## config.mk

```make
export PLATFORM = sky130hd
export DESIGN_NAME = svc_rev_counter
export DESIGN_NICKNAME = d
export VERILOG_FILES = /design/src/rtl/svc_rev_counter.sv
export SDC_FILE = /design/constraint.sdc
export NUM_CORES = 1
export LEC_CHECK = 0
export ABC_AREA = 1
export BUFFER_PORTS_ARGS = -buffer_cell sky130_fd_sc_hd__clkbuf_2
export CAP_MARGIN = 0
export CORE_AREA = 2 2 39 41
export CTS_CLUSTER_DIAMETER = 150
export DETAILED_ROUTE_END_ITERATION = 6
export DIE_AREA = 0 0 41 43
export PLACE_DENSITY_LB_ADDON = 0.05
export SLEW_MARGIN = 40
export SYNTH_ARGS = -nofsm -noshare
export SYNTH_HDL_FRONTEND = slang
export SYNTH_SLANG_ARGS = --single-unit
```

## constraint.sdc

```tcl
create_clock -name clk_i -period 1.4 [get_ports clk_i]
set_input_delay 0.21 -clock clk_i [delete_from_list [all_inputs] [get_ports clk_i]]
set_output_delay 0.21 -clock clk_i [all_outputs]
set_load 0.03 [all_outputs]
```

## src/rtl/svc_rev_counter.sv

```systemverilog
module svc_rev_counter #(
    parameter int LIMIT = 5
) (
    input  logic clk_i,
    input  logic rst_ni,
    input  logic clear_i,
    input  logic enable_i,
    input  logic index_i,
    output logic limit_o
);

    localparam int CW = $clog2(LIMIT + 1);

    typedef struct packed {
        logic          idx;
        logic [CW-1:0] cnt;
    } rev_regs_t;

    rev_regs_t r_q, r_d;
    logic      rise;

    always_comb begin
        r_d     = r_q;
        rise    = index_i && !r_q.idx;
        limit_o = enable_i && rise && (r_q.cnt == CW'(LIMIT - 1));
        r_d.idx = index_i;
        if (clear_i) begin
            r_d.cnt = '0;
        end else if (enable_i && rise && !limit_o) begin
            r_d.cnt = r_q.cnt + CW'(1);
        end
    end

    always_ff @(posedge clk_i or negedge rst_ni) begin
        if (!rst_ni) begin
            r_q <= '0;
        end else begin
            r_q <= r_d;
        end
    end

    p_cnt_below_limit_r4: assert property (@(posedge clk_i) disable iff (!rst_ni)
        r_q.cnt < CW'(LIMIT));

    p_clear_zeroes_r8: assert property (@(posedge clk_i) disable iff (!rst_ni)
        clear_i |=> (r_q.cnt == '0));

endmodule

```

==> flow_metrics.env, run 1 <==
export IMPL_numCtsBuffers=3
export IMPL_path_clk_slew_ps=30
export IMPL_power_frac_seq=0.429
export IMPL_power_switching_uw=57.0
export IMPL_startpoint_type="register"
export IMPL_synth_area_leaders="dfrtp_1 (41%), ha_1 (10%), nand3_1 (10%)"
export IMPL_power_total_uw=285
export IMPL_clk_path_buf_depth=2
export IMPL_detailed_place_area_sq_um=288
export IMPL_hold_viol=0
export IMPL_wire_per_inst_microns=7.88
export IMPL_cap_violations=0
export IMPL_grt_use_total=0.0827
export IMPL_worst_pin_slew_ps=149
export IMPL_ant_nets=0
export IMPL_tns_ps=0
export IMPL_slew_headroom=0.901
export IMPL_antenna_found_initial=0
export IMPL_finalSetupViolCount=0
export IMPL_hold_class="primary input to register"
export IMPL_largest_reg_flops=4
export IMPL_fmax_mhz=743
export IMPL_gp_congestion=0.627
export IMPL_holdPathEnd="r_q[3]"
export IMPL_ctsHtreeMaxLevel=1
export IMPL_layout_common_cells="inv_1 (5), nand3_1 (5), nand2_1 (5)"
export IMPL_rrSetupSlack_ps=270
export IMPL_place_ws_ps=158
export IMPL_die_x_microns=41
export IMPL_nNetsFinal=51
export IMPL_synth_distinct_cells=10
export IMPL_synth_top_area_frac=0.412
export IMPL_whs_path_depth=1
export IMPL_grt_pass1_wl_microns=869
export IMPL_r2r_cells=8
export IMPL_avgViaCountPerCell=3.78
export IMPL_use_met3=0.0314
export IMPL_start_util=0.175
export IMPL_cp_startpoint="r_q[0]"
export IMPL_gr_total_overflow=0
export IMPL_pwr_share_clk=0.472
export IMPL_initialDrtViolationCount=2
export IMPL_yosys_area_top_type="dfrtp_1"
export IMPL_core_sq_um=1380
export IMPL_grt_max_degree=7
export IMPL_r2r_start="r_q[0]"
export IMPL_largestRegisters="r_q: 4 flops"
export IMPL_design_area_sq_um=340
export IMPL_syn_inst=31
export IMPL_clock_sinks=4
export IMPL_worst_ep_arrival_time_ps=1140
export IMPL_diodes=0
export IMPL_p_per_area_nw_per_um2=838
export IMPL_gr_usage_met1=0.0948
export IMPL_met2_usage=0.100
export IMPL_p_int_uw=228
export IMPL_worst_slack_ps=53.6
export IMPL_first_pass_iters=2
export IMPL_die_y_microns=43
export IMPL_num_rows=14
export IMPL_slew_violations=0
export IMPL_rr_endpoint="r_q[2]"
export IMPL_avgSynthCellArea_sq_um=7.83
export IMPL_drive_gt1_frac=0.357
export IMPL_grt_pass1_vias=221
export IMPL_synth_cell_area_sq_um=243
export IMPL_worst_ep_required_time_ps=1190
export IMPL_min_period_ps=1350
export IMPL_io_pins=6
export IMPL_switching_share=0.200
export IMPL_cts_root_buf="clkbuf_4"
export IMPL_period_share=0.962
export IMPL_yosysWarningCount=0
export IMPL_hpwl_microns=381
export IMPL_status="complete, no violations"
export IMPL_end_kind="output port"
export IMPL_syn_to_final_growth_pct=40.2
export IMPL_top_usage_layer="met2"
export IMPL_synth_ff_latch_count=4
export IMPL_routed_wl_microns=457
export IMPL_clock_skew_ps=1.80
export IMPL_vias=219
export IMPL_drc=0
export IMPL_ir_drop_mv=0.281
export IMPL_power_frac_comb=0.098
export IMPL_synth_nets=38
export IMPL_min_from="index_i"
export IMPL_grt_setup_unrepaired="true"
export IMPL_insertion_delay_ps=230
export IMPL_yosysSeqAreaShare=0.412
export IMPL_p_leak_nw=0.192
export IMPL_fp_dieArea_sq_um=1760
export IMPL_criticalPathCategory="register to output port"
export IMPL_worst_path_max_fanout=2
export IMPL_cts_tree="done"
export IMPL_portBuffers=5
export IMPL_top_register="r_q"
-- cell families after synthesis --
group | count (synthesis) | synth area share
simple gates | 19 | 0.392
buf+inv | 6 | 0.0928
flops | 4 | 0.412
fa+ha+maj | 2 | 0.103
-- critical path, stage by stage (launching register included) --
cell and delay [ps]:
dfrtp_1 370, inv_1 80, ha_2 170, nand2_2 50
nor2_1 80, buf_4 160
-- power by group through the flow --
stage | Combinational, mW | Sequential, mW | Clock (mW)
floorplan | 0.0127 | 0.124 | 0
global placement | 0.0235 | 0.124 | 0
detailed placement | 0.0235 | 0.124 | 0
CTS | 0.0284 | 0.122 | 0.143
global route | 0.0326 | 0.123 | 0.150
finish | 0.0281 | 0.122 | 0.135
-- metrics by stage --
step,hold slack (ps),std cells,util
floorplan,-85.6,31,-
detailed placement,19.4,52,0.208
finish,124,58,0.246
global route,126,58,0.246
CTS,117,58,0.244
global placement,20.1,52,0.208
-- final cells by class --
type,count,area (sq um)
inverter,6,22.5
clock buffer,3,22.5
timing repair buffer,8,52.6
multi-input combinational,21,123
fill,156,1040
sequential,4,100
tap,16,20.0
-- synth_stat cells --
master and number:
inv_1 5, nand2_1 5, nand3_1 5, dfrtp_1 4, nor2_1 4, ha_1 2, nand2_2 2, nand4_1 2
inv_2 1, nor2_4 1
-- routing by layer --
metal  wire length, microns  part of all wire
met5                      0                 0
met1                    200              0.44
met4                      0                 0
met3                      9             0.020
met2                    246              0.54
-- worst max path at each step --
| stage | cells after the start | to | slack, ps |
|---|---|---|---|
| after floorplan | 4 | limit_o | 90 |
| after global placement | 5 | limit_o | 160 |
| after detailed placement | 5 | limit_o | 160 |
| after CTS | 5 | limit_o | 5 |
| after global routing | 5 | limit_o | -20 |
| final | 5 | limit_o | 50 |
-- timing repair --
| item | CTS | global route |
|---|---|---|
| endpoints found under the setup margin | 1 | 1 |
| setup buffers | 2 | 0 |
| hold buffers | 1 | 0 |
| gates resized for setup | 1 | 2 |
| pin swaps | 1 | 1 |
| endpoints found under the hold margin | 4 | 0 |
No activity file was read; power rests on OpenSTA's default activity.
==> run 2, diff against run 1 <==
--- a/config.mk
+++ b/config.mk
@@ -8,6 +8,8 @@
 export ABC_AREA = 1
 export BUFFER_PORTS_ARGS = -buffer_cell sky130_fd_sc_hd__clkbuf_2
 export CAP_MARGIN = 0
+export CELL_PAD_IN_SITES_DETAIL_PLACEMENT = 0
+export CELL_PAD_IN_SITES_GLOBAL_PLACEMENT = 1
 export CORE_AREA = 2 2 39 41
 export CTS_CLUSTER_DIAMETER = 150
 export DETAILED_ROUTE_END_ITERATION = 6
==> flow_metrics.env, run 2 (synthesis gave the netlist of run 1 again) <==
export IMPL_status="complete, no violations"
export IMPL_largestRegisters="r_q: 4 flops"
export IMPL_cts_tree="done"
export IMPL_finalSetupViolCount=0
export IMPL_grt_pass1_wl_microns=848
export IMPL_start_util=0.175
export IMPL_clock_skew_ps=2.68
export IMPL_r2r_cells=8
export IMPL_p_int_uw=231
export IMPL_antenna_found_initial=0
export IMPL_worst_path_max_fanout=2
export IMPL_ir_drop_mv=0.289
export IMPL_pwr_share_clk=0.471
export IMPL_top_register="r_q"
export IMPL_drc=0
export IMPL_die_y_microns=43
export IMPL_vias=224
export IMPL_min_period_ps=1340
export IMPL_die_x_microns=41
export IMPL_grt_pass1_vias=239
export IMPL_fp_dieArea_sq_um=1760
export IMPL_numCtsBuffers=3
export IMPL_avgViaCountPerCell=3.80
export IMPL_nNetsFinal=52
export IMPL_detailed_place_area_sq_um=288
export IMPL_hold_class="primary input to register"
export IMPL_initialDrtViolationCount=0
export IMPL_end_kind="output port"
export IMPL_gp_congestion=0.591
export IMPL_timing_hold_ws_ps=119
export IMPL_num_rows=14
export IMPL_gr_total_overflow=0
export IMPL_routed_wl_microns=539
export IMPL_core_sq_um=1380
export IMPL_switching_share=0.217
export IMPL_startpoint_type="register"
export IMPL_io_pins=6
export IMPL_fmax_mhz=744
export IMPL_tns_ps=0
export IMPL_wire_per_inst_microns=9.14
export IMPL_drive_gt1_frac=0.442
export IMPL_grt_max_degree=7
export IMPL_worst_pin_slew_ps=188
export IMPL_clock_sinks=4
export IMPL_portBuffers=5
export IMPL_path_clk_slew_ps=40
export IMPL_worst_ep_arrival_time_ps=1130
export IMPL_p_per_area_nw_per_um2=783
export IMPL_power_frac_comb=0.114
export IMPL_slew_violations=0
export IMPL_slew_headroom=0.874
export IMPL_worst_ep_required_time_ps=1190
export IMPL_grt_use_total=0.0767
export IMPL_ctsHtreeMaxLevel=1
export IMPL_criticalPathCategory="register to output port"
export IMPL_power_switching_uw=64.1
export IMPL_syn_to_final_growth_pct=55.2
export IMPL_whs_path_depth=1
export IMPL_clk_path_buf_depth=2
export IMPL_ant_nets=0
export IMPL_hold_viol=0
export IMPL_p_leak_nw=0.204
export IMPL_layout_common_cells="nand3_1 (5), nand2_1 (5), clkbuf_2 (4), dfrtp_1 (4)"
export IMPL_first_pass_iters=1
export IMPL_design_area_sq_um=377
export IMPL_largest_reg_flops=4
export IMPL_cts_root_buf="clkbuf_4"
export IMPL_insertion_delay_ps=230
export IMPL_place_ws_ps=165
export IMPL_worst_slack_ps=55.1
export IMPL_period_share=0.961
export IMPL_power_frac_seq=0.415
export IMPL_cap_violations=0
export IMPL_hpwl_microns=405
export IMPL_diodes=0
## run 2: changes by cell type in the layout (fill, tap and decap cells not counted)
cell      change
inv_1         -2
inv_2         +2
clkbuf_8      +1
ha_2          -1
ha_4          +1
nand2_2       -1
nand2_4       +1
nor2_1        -1
nor2_4        +1
## run 2: power groups by stage
stage	combinational [mW]	sequential (mW)	clock [mW]
final	0.0335	0.122	0.139
after CTS	0.0300	0.122	0.148
after global routing	0.0378	0.123	0.156
after floorplan	0.0127	0.124	0
after global placement	0.0235	0.124	0
after detailed placement	0.0240	0.124	0
## run 2: worst paths after layout
kind                          from  endpoint  slack [ps]
setup reg to reg            r_q[0]    r_q[2]         260
hold / removal             index_i    r_q[3]         120
max in group asynchronous   rst_ni    r_q[2]         970
hold reg to reg             r_q[0]    r_q[0]         610
setup / recovery            r_q[0]   limit_o          60
min in group asynchronous   rst_ni    r_q[3]         310
## run 2: per-stage QoR
stage / cells / util / total power [mW]
3_5_place_dp: 52 / 0.208 / 0.148
4_1_cts: 59 / 0.258 / 0.301
5_1_grt: 59 / 0.272 / 0.316
6_report: 59 / 0.272 / 0.295
2_1_floorplan: 31 / - / 0.136
3_3_place_gp: 52 / 0.208 / 0.148
## run 2: area by class of cell
| type | count | area, sq um |
|---|---|---|
| tap | 16 | 20.0 |
| timing repair buffer | 9 | 66.3 |
| multi-input combinational | 21 | 145 |
| inverter | 6 | 22.5 |
| sequential | 4 | 100 |
| fill | 154 | 1010 |
| clock buffer | 3 | 22.5 |
## run 2: repair_timing
action	in CTS	in global routing
endpoints found under the hold margin	4	0
hold buffers	1	0
pin swaps	0	2
endpoints found under the setup margin	1	1
resized for setup	5	4
buffers inserted	3	0
## run 2: metal layers
layer,global-route usage,vias up,share of wire
met5,0,-,0
met4,0.0800,0,0
met3,0.0157,0,0.024
met2,0.113,3,0.56
met1,0.0817,99,0.41
li1,-,122,-
## run 2: critical path: stages, from the launching register on
cell	delay, ps
dfrtp_1	380
inv_2	80
ha_4	130
nand2_4	60
nor2_4	90
clkbuf_8	160
